$ cat src/rtl/pin_func_guard.sv
module pin_func_guard #(
  parameter int          PINS   = 8,
  parameter int          ADDR_W = 12,
  parameter int          DATA_W = 32,
  parameter logic [31:0] KEY    = 32'h0ACCE551
) (
  input  logic              clk,
  input  logic              rst_n,
  input  logic              bus_wr,
  input  logic [ADDR_W-1:0] bus_addr,
  input  logic [DATA_W-1:0] bus_wdata,
  output logic [DATA_W-1:0] bus_rdata,
  output logic [PINS-1:0]   func_sel_o,
  output logic [PINS-1:0]   drv2_o,
  output logic [PINS-1:0]   drv4_o,
  output logic [PINS-1:0]   drv8_o,
  output logic [PINS-1:0]   odrain_o,
  output logic [PINS-1:0]   pullup_o,
  output logic [PINS-1:0]   pulldn_o,
  output logic [PINS-1:0]   slew_o,
  output logic [PINS-1:0]   dig_en_o
);

  localparam int          NPAD       = 8;
  localparam logic [ADDR_W-1:0] OFF_FUNC   = ADDR_W'(12'h420);
  localparam logic [ADDR_W-1:0] OFF_PAD0   = ADDR_W'(12'h500);
  localparam logic [ADDR_W-1:0] OFF_LOCK   = ADDR_W'(12'h520);
  localparam logic [ADDR_W-1:0] OFF_COMMIT = ADDR_W'(12'h524);

  logic            locked_q;
  logic [PINS-1:0] commit_q;
  logic [PINS-1:0] func_q;
  logic [PINS-1:0] pad_q [NPAD];
  logic [NPAD-1:0] pad_hit;
  logic [PINS-1:0] wbyte;

  wire hit_func   = bus_wr && (bus_addr == OFF_FUNC);
  wire hit_lock   = bus_wr && (bus_addr == OFF_LOCK);
  wire hit_commit = bus_wr && (bus_addr == OFF_COMMIT);
  wire key_match  = (bus_wdata == DATA_W'(KEY));

  assign wbyte = bus_wdata[PINS-1:0];

  always_ff @(posedge clk or negedge rst_n) begin
    if (!rst_n)        locked_q <= 1'b1;
    else if (hit_lock) locked_q <= !key_match;
  end

  always_ff @(posedge clk or negedge rst_n) begin
    if (!rst_n)                       commit_q <= '1;
    else if (hit_commit && !locked_q) commit_q <= wbyte;
  end

  always_ff @(posedge clk or negedge rst_n) begin
    if (!rst_n)        func_q <= '0;
    else if (hit_func) func_q <= (func_q & ~commit_q) | (wbyte & commit_q);
  end

  a_r2_key_opens: assert property (@(posedge clk) disable iff (!rst_n)
    (hit_lock && key_match) |=> !locked_q);
  a_r2_other_closes: assert property (@(posedge clk) disable iff (!rst_n)
    (hit_lock && !key_match) |=> locked_q);
  a_r6_lock_holds: assert property (@(posedge clk) disable iff (!rst_n)
    !hit_lock |=> $stable(locked_q));
  a_r3_commit_guarded: assert property (@(posedge clk) disable iff (!rst_n)
    (hit_commit && locked_q) |=> $stable(commit_q));
  a_r4_masked_change: assert property (@(posedge clk) disable iff (!rst_n)
    hit_func |=> ((func_q ^ $past(func_q)) & ~$past(commit_q)) == '0);
  a_r7_func_idle: assert property (@(posedge clk) disable iff (!rst_n)
    !hit_func |=> $stable(func_q));

  for (genvar i = 0; i < NPAD; i++) begin : g_pad
    assign pad_hit[i] = bus_wr && (bus_addr == OFF_PAD0 + ADDR_W'(4 * i));

    always_ff @(posedge clk or negedge rst_n) begin
      if (!rst_n)          pad_q[i] <= '0;
      else if (pad_hit[i]) pad_q[i] <= wbyte;
    end

    a_r5_pad_hold: assert property (@(posedge clk) disable iff (!rst_n)
      !pad_hit[i] |=> $stable(pad_q[i]));
    a_r5_pad_take: assert property (@(posedge clk) disable iff (!rst_n)
      pad_hit[i] |=> pad_q[i] == $past(wbyte));
  end

  a_r4_one_pad_hit: assert property (@(posedge clk) disable iff (!rst_n)
    $onehot0(pad_hit));

  always_comb begin
    bus_rdata = '0;
    if (bus_addr == OFF_FUNC)   bus_rdata = DATA_W'(func_q);
    if (bus_addr == OFF_LOCK)   bus_rdata = DATA_W'(locked_q);
    if (bus_addr == OFF_COMMIT) bus_rdata = DATA_W'(commit_q);
    for (int i = 0; i < NPAD; i++)
      if (bus_addr == OFF_PAD0 + ADDR_W'(4 * i)) bus_rdata = DATA_W'(pad_q[i]);
  end

  assign func_sel_o = func_q;
  assign drv2_o     = pad_q[0];
  assign drv4_o     = pad_q[1];
  assign drv8_o     = pad_q[2];
  assign odrain_o   = pad_q[3];
  assign pullup_o   = pad_q[4];
  assign pulldn_o   = pad_q[5];
  assign slew_o     = pad_q[6];
  assign dig_en_o   = pad_q[7];

endmodule

$ cat config.mk
export PLATFORM = sky130hd
export DESIGN_NAME = pin_func_guard
export DESIGN_NICKNAME = d
export VERILOG_FILES = /design/src/rtl/pin_func_guard.sv
export SDC_FILE = /design/constraint.sdc
export NUM_CORES = 1
export LEC_CHECK = 0
export ABC_CLOCK_PERIOD_IN_PS = 2650
export BUFFER_PORTS_ARGS = -buffer_cell sky130_fd_sc_hd__buf_2
export CAP_MARGIN = 15
export CORE_ASPECT_RATIO = 1.75
export CORE_MARGIN = 1
export CORE_UTILIZATION = 46
export CTS_CLUSTER_DIAMETER = 50
export CTS_CLUSTER_SIZE = 25
export DETAILED_ROUTE_END_ITERATION = 8
export PLACE_DENSITY = 0.85
export SYNTH_ARGS = -nofsm -noshare
export SYNTH_HDL_FRONTEND = slang
export SYNTH_SLANG_ARGS = --single-unit
$ cat constraint.sdc
create_clock -name clk -period 2.65 [get_ports clk]
set_clock_uncertainty 0.2 [all_clocks]
set_input_delay 0.53 -clock clk [delete_from_list [all_inputs] [get_ports clk]]
set_output_delay 0.53 -clock clk [all_outputs]
set_load 0.1 [all_outputs]
==> metrics.txt, run 1 <==
status finished with violations; violated checks negative setup slack; # nets final 628; Clock transition at path regs 0.06 ns; Pint 2.101 mW; Post-synth EDFFs 0; Leak 3.433 nW; CP Cell Sequence buf_6 > or3_4 > nor4b_1 > buf_4 > a21oi_1 > o221ai_1 > o21a_4 > buf_12; port bufs 126; CTS Sinks 81; I/O Pins 151; clk root buf clkbuf_16; H-tree lvl count 3; placed insts 678; Pre-antenna DRT Iters 4; Critical Path Slowest Stage Cell or3_4; starting density of the core 47.32%; Overflow after GRT 0; post-route setup slack -0.3112 ns; top cells by count, synth dfrtp_1 (72), mux2_1 (66), buf_4 (24), nand2_1 (19), a21oi_1 (18); part of the power in registers 42.6%; critical path type input port to primary output; Via density 5.888; pwr dens 446.3 nW/um^2; P_sw 0.8281 mW; starting DRC count in detailed routing 241; antenna cells 0; share of cells above drive strength 1 52.22%; worst-path maximum fanout 5; Mapped Cells 389; FP Rows 47; Sw Share 28.27%; clock power share 42.7%; post-synth top area share 40.21%; utilization after layout 69.33%; Final min period 2.961 ns; maximum VDD drop 484.0 uV; area leader, netlist dfrtp_1; Critical Path Start Type input port; async set-reset flop share out of synthesis 100.0%; largest net degree at the start of global routing 50; #FFs+latches synth 81; dpl cell area 5813 sq um; GP Congestion 0.9241; headroom to the max-slew limit 64.41%; sequential share of the synthesized area 45.49%; clock buffer depth 2; clk_lat worst skew 0.35 ns; detailed-route via count 4169; Synth area leaders dfrtp_1 (40%), mux2_1 (17%), dfstp_2 (5.3%); Detailed Route WL 14820 um; Final Max Slew Viols 0; fmax 337.7 MHz; Final Non-Filler Cells 708; routed length on met1 4996 um; Syn. warnings 0; vias in the first global route 4359; per-cell routed wire length 20.93 um; met3 WL 876 um; Top Metal Used met4; antenna violations before repair 0; finished layout cell area 6564 sq um; synthesized cell area 4481 sq um; GRT Util Overall 29.27%; die area 10150 sq um; Die Width 76.61 um; Final period util 111.7%; RSZ-0062 raised after global routing true; CTS tree built; ys flop type dfrtp_1; Fin. Hold Viols 0; Gate power share 14.7%; CP Buf/Inv Count 3; Worst Path Required 1.92 ns; CTS Buf Count 9; min-delay worst type flop to flop; Max Cap Violations 0; placed wire-length estimate 10280 um; Synth cell types 59; syn avg cell area 11.52 sq um; family with the most delay on the worst path simple AND/OR/NAND/NOR gates; CP endpoint kind primary output; Critical Path AT 2.23 ns; Syn-to-layout area delta 46.50%; Final Setup Violations 8; met2 wire length 7910 um; Final ANT Viol Nets 0; most frequent cell after synthesis dfrtp_1; crit-path max cell delay 0.40 ns; Die Ht 132.6 um; Tightest Pin Transition 0.5376 ns; drt drc 0; first-pass GRT wire length 22470 um; Placeable Area 9468 sq um
[timing repair]
item / in CTS / in global routing
gates resized for setup: 38 / 26
endpoints found under the hold margin: 32 / 0
endpoints found under the setup margin: 8 / 16
pin swaps: 17 / 14
gates cloned: 0 / 0
hold buffers: 1 / 0
buffers inserted: 12 / 4
[worst reg2reg max path: stages, from the launching register on]
cell,delay (ns)
dfstp_2,0.39
nor3b_4,0.21
buf_4,0.18
mux2_1,0.33
[stage by stage]
| step | hold WS [ns] | worst slack, ns | total power, mW | setup TNS, ns |
|---|---|---|---|---|
| 6_report | 0.3080 | -0.3112 | 2.929 | -2.116 |
| 5_1_grt | 0.3322 | -0.3151 | 3.006 | -2.347 |
| 4_1_cts | 0.3024 | -0.2454 | 2.905 | -2.564 |
| 3_5_place_dp | 0.3003 | -0.3626 | 1.663 | -2.560 |
| 3_3_place_gp | 0.2874 | -0.3506 | 1.655 | -2.179 |
| 2_1_floorplan | 0.03441 | -0.4303 | 1.560 | -2.671 |
[metal layers]
metal / track usage (%) / vias up
li1: - / 1782
met1: 29.16 / 2050
met2: 53.35 / 261
met3: 5.862 / 76
met4: 20.62 / 0
met5: 0 / -
[state kept, by name, summed over array words and instances (netlist names), named ones only]
signal    flops
commit_q      8
dig_en_o      8
drv2_o        8
drv4_o        8
drv8_o        8
locked_q      1
odrain_o      8
pulldn_o      8
pullup_o      8
slew_o        8
[layout by cell type (no fill, tap or decap), types with 7 or more instances in the layout]
master	Yosys	final
a21oi_1	18	18
buf_12	0	12
buf_2	6	111
buf_4	24	68
buf_6	1	13
clkbuf_16	0	9
conb_1	1	24
dfrtp_1	72	72
dfstp_2	9	9
inv_1	7	7
mux2_1	66	63
mux2_4	8	11
mux2i_1	14	14
nand2_1	19	18
nand2_2	10	9
o21ai_1	15	9
[cell type report]
| class | count | area (sq um) |
|---|---|---|
| clock buffer | 11 | 242.7 |
| clock inverter | 5 | 56.30 |
| fill | 615 | 2904 |
| inverter | 9 | 33.78 |
| multi-input combinational | 275 | 2577 |
| sequential | 81 | 2038 |
| tap | 122 | 152.6 |
| timing repair buffer | 205 | 1463 |
[path summary, 6_finish.rpt]
kind                             start      endpoint  slack (ns)  cells past startpoint
max                        bus_addr[6]  bus_rdata[6]       -0.31                      8
min                        pulldn_o[2]   pulldn_o[2]        0.31                      1
max reg2reg                   locked_q   commit_q[2]        1.26                      3
min reg2reg                pulldn_o[2]   pulldn_o[2]        0.31                      1
max in group asynchronous        rst_n   commit_q[7]        1.09                      3
min in group asynchronous        rst_n     drv8_o[1]        0.47                      2
[kinds of logic (layout without fill, tap and decap cells)]
kind of cell / Yosys count / count (layout) / synth area share (%)
AOI/OAI and AO/OA: 74 / 74 / 10.89
buffers and inverters: 56 / 230 / 7.037
DFF: 81 / 81 / 45.49
muxes: 89 / 89 / 22.65
other: 1 / 24 / 0.08370
and+or+nand+nor: 88 / 88 / 13.85
[power by group through the flow]
stage,sequential [mW],clock [mW],combinational (mW)
4_1_cts,1.25,1.25,0.408
3_3_place_gp,1.27,0,0.387
5_1_grt,1.25,1.31,0.447
2_1_floorplan,1.30,0,0.258
3_5_place_dp,1.27,0,0.395
6_report,1.25,1.25,0.430
(Power assumes the default switching activity.)
==> inputs of run 2 (changes only) <==
--- a/config.mk
+++ b/config.mk
@@ -8,13 +8,17 @@
 export ABC_CLOCK_PERIOD_IN_PS = 2650
 export BUFFER_PORTS_ARGS = -buffer_cell sky130_fd_sc_hd__buf_2
 export CAP_MARGIN = 15
+export CELL_PAD_IN_SITES_DETAIL_PLACEMENT = 1
+export CELL_PAD_IN_SITES_GLOBAL_PLACEMENT = 2
 export CORE_ASPECT_RATIO = 1.75
 export CORE_MARGIN = 1
-export CORE_UTILIZATION = 46
+export CORE_UTILIZATION = 29
+export CTS_BUF_LIST = sky130_fd_sc_hd__clkbuf_4
 export CTS_CLUSTER_DIAMETER = 50
 export CTS_CLUSTER_SIZE = 25
 export DETAILED_ROUTE_END_ITERATION = 8
-export PLACE_DENSITY = 0.85
+export GPL_TIMING_DRIVEN = 0
+export PLACE_DENSITY = 0.86
 export SYNTH_ARGS = -nofsm -noshare
 export SYNTH_HDL_FRONTEND = slang
 export SYNTH_SLANG_ARGS = --single-unit
==> run 2 against run 1 <==
  * The run still ends with negative setup slack left
  * Combinational power grew 2%
  * Fmax is 1.4% lower
  * Sequential share of layout area is 1.8 points higher
  * Critical endpoint is now bus_rdata[1]
  * Wire length grew 5.2%
==> metrics.txt, run 2 (synthesis gave the netlist of run 1 again) <==
status finished with violations (unchanged); violated checks negative setup slack (unchanged); Critical Path Start Type input port (unchanged); GRT Util Overall 20.14% (was 29.27%); Tightest Pin Transition 0.6497 ns (was 0.5376 ns); clk root buf clkbuf_4 (was clkbuf_16); Final min period 3.002 ns (was 2.961 ns); I/O Pins 151 (unchanged); starting DRC count in detailed routing 127 (was 241); critical path type input port to primary output (unchanged); Final period util 113.3% (was 111.7%); Via density 5.204 (was 5.888); CTS Buf Count 9 (unchanged); # fillers 1699 (was 615); Critical Path AT 2.27 ns (was 2.23 ns); Leak 3.187 nW (was 3.433 nW); placed wire-length estimate 11860 um (was 10280 um); RSZ-0062 raised after global routing true (unchanged); drt drc 0 (unchanged); most common cell after layout, fill and taps aside buf_2 (unchanged); min-delay worst type input port to flop (was flop to flop); register area 2038 sq um (unchanged); CP Buf/Inv Count 3 (unchanged); headroom to the max-slew limit 56.64% (was 64.41%); most frequent cells in the layout buf_2 (121), dfrtp_1 (72), mux2_1 (66) (was buf_2 (111), dfrtp_1 (72), buf_4 (68)); GP Congestion 0.8970 (was 0.9241); dpl cell area 5547 sq um (was 5813 sq um); CP Cell Sequence clkbuf_16 > or4_4 > nor4_4 > buf_6 > nand2_2 > nand4_1 > a21o_4 > buf_12 (was buf_6 > or3_4 > nor4b_1 > buf_4 > a21oi_1 > o221ai_1 > o21a_4 > buf_12); Die Ht 166.4 um (was 132.6 um); crit-path max cell delay 0.59 ns (was 0.40 ns); Syn-to-layout area delta 38.51% (was 46.50%); Final ANT Viol Nets 0 (unchanged); per-cell routed wire length 20.75 um (was 20.93 um); Tot Pwr 2.525 mW (was 2.929 mW); Worst Path Required 1.92 ns (about the same); clock buffer depth 2 (unchanged); Detailed Route WL 15580 um (was 14820 um); family with the most delay on the worst path simple AND/OR/NAND/NOR gates (unchanged); post-route setup slack -0.3524 ns (was -0.3112 ns); # nets final 609 (was 628); Fin. Hold Viols 0 (unchanged); largest net degree at the start of global routing 51 (was 50); worst-path maximum fanout 6 (was 5); Max Cap Violations 0 (unchanged); Pre-antenna DRT Iters 4 (unchanged); placed insts 720 (was 678); CTS Sinks 81 (unchanged); maximum VDD drop 173.0 uV (was 484.0 uV); antenna violations before repair 1 (was 0); Critical Path Slowest Stage Cell or4_4 (was or3_4); pwr dens 406.8 nW/um^2 (was 446.3 nW/um^2); Placeable Area 14990 sq um (was 9468 sq um); CP endpoint kind primary output (unchanged); share of cells above drive strength 1 47.62% (was 52.22%); detailed-route via count 3908 (was 4169); Overflow after GRT 0 (unchanged); Clock transition at path regs 0.13 ns (was 0.06 ns); Sum Neg Setup Slack -2.592 ns (was -2.116 ns); Final Setup Violations 8 (unchanged); Die Width 95.96 um (was 76.61 um); Final Max Slew Viols 0 (unchanged); vias in the first global route 4256 (was 4359); fmax 333.1 MHz (was 337.7 MHz); area of the multi-input gates 2492 sq um (was 2577 sq um); FP Rows 59 (was 47); finished layout cell area 6206 sq um (was 6564 sq um); first-pass GRT wire length 23680 um (was 22470 um); CTS tree built (unchanged); starting density of the core 29.90% (was 47.32%); port bufs 124 (was 126); clk_lat worst skew 0.45 ns (was 0.35 ns); die area 15970 sq um (was 10150 sq um); Final Non-Filler Cells 751 (was 708); H-tree lvl count 3 (unchanged)
-- run 2: layout make-up --
class	count	share of cell area, %
Antenna cell	1	0.04032
Tap cell	183	3.690
Clock buffer	9	1.089
Multi-Input combinational cell	275	40.16
Clock inverter	7	1.532
Sequential cell	81	32.84
Buffer	45	5.000
Timing Repair Buffer	141	15.10
Inverter	9	0.5444
-- run 2: worst paths after layout --
check | start | to | slack, ns | cells past startpoint
min reg2reg | pulldn_o[4] | pulldn_o[4] | 0.33 | 1
min in group asynchronous | rst_n | slew_o[0] | 0.33 | 2
max | bus_addr[2] | bus_rdata[1] | -0.35 | 8
min | bus_wdata[9] | locked_q | 0.23 | 5
max in group asynchronous | rst_n | commit_q[5] | 1.23 | 3
max reg2reg | locked_q | commit_q[5] | 1.12 | 2
-- run 2: power breakdown --
| group | switching [mW] | internal (mW) |
|---|---|---|
| clock network | 0.460 | 0.380 |
| registers | 0.00449 | 1.24 |
| logic | 0.328 | 0.111 |
| total | 0.792 | 1.73 |
-- run 2: metrics by stage --
step           setup slack (ns)  utilization, %  hold slack [ns]
3_3_place_gp             -1.252           36.81           0.2943
3_5_place_dp             -1.317           37.01           0.3010
4_1_cts                 -0.4004           40.27           0.2213
5_1_grt                 -0.3933           41.41           0.2578
2_1_floorplan           -0.4303               -          0.03441
6_report                -0.3524           41.41           0.2309
-- run 2: timing repair --
| item | CTS | global route |
|---|---|---|
| endpoints found under the hold margin | 27 | 0 |
| buffers inserted | 8 | 7 |
| endpoints found under the setup margin | 8 | 8 |
| gates resized for setup | 61 | 31 |
| pin swaps | 14 | 11 |
| hold buffers | 1 | 0 |
-- run 2: metal layers --
metal	track usage [%]	vias up	routed length [um]
met5	0	-	0
met4	9.474	0	660
met3	3.014	39	582
met1	21.32	1997	5454
li1	-	1738	-
met2	37.52	134	8885
-- run 2: worst reg2reg max path, stage by stage (launching register included) --
cell	delay, ns
dfstp_2	0.42
nor3b_4	0.46
mux2_1	0.38
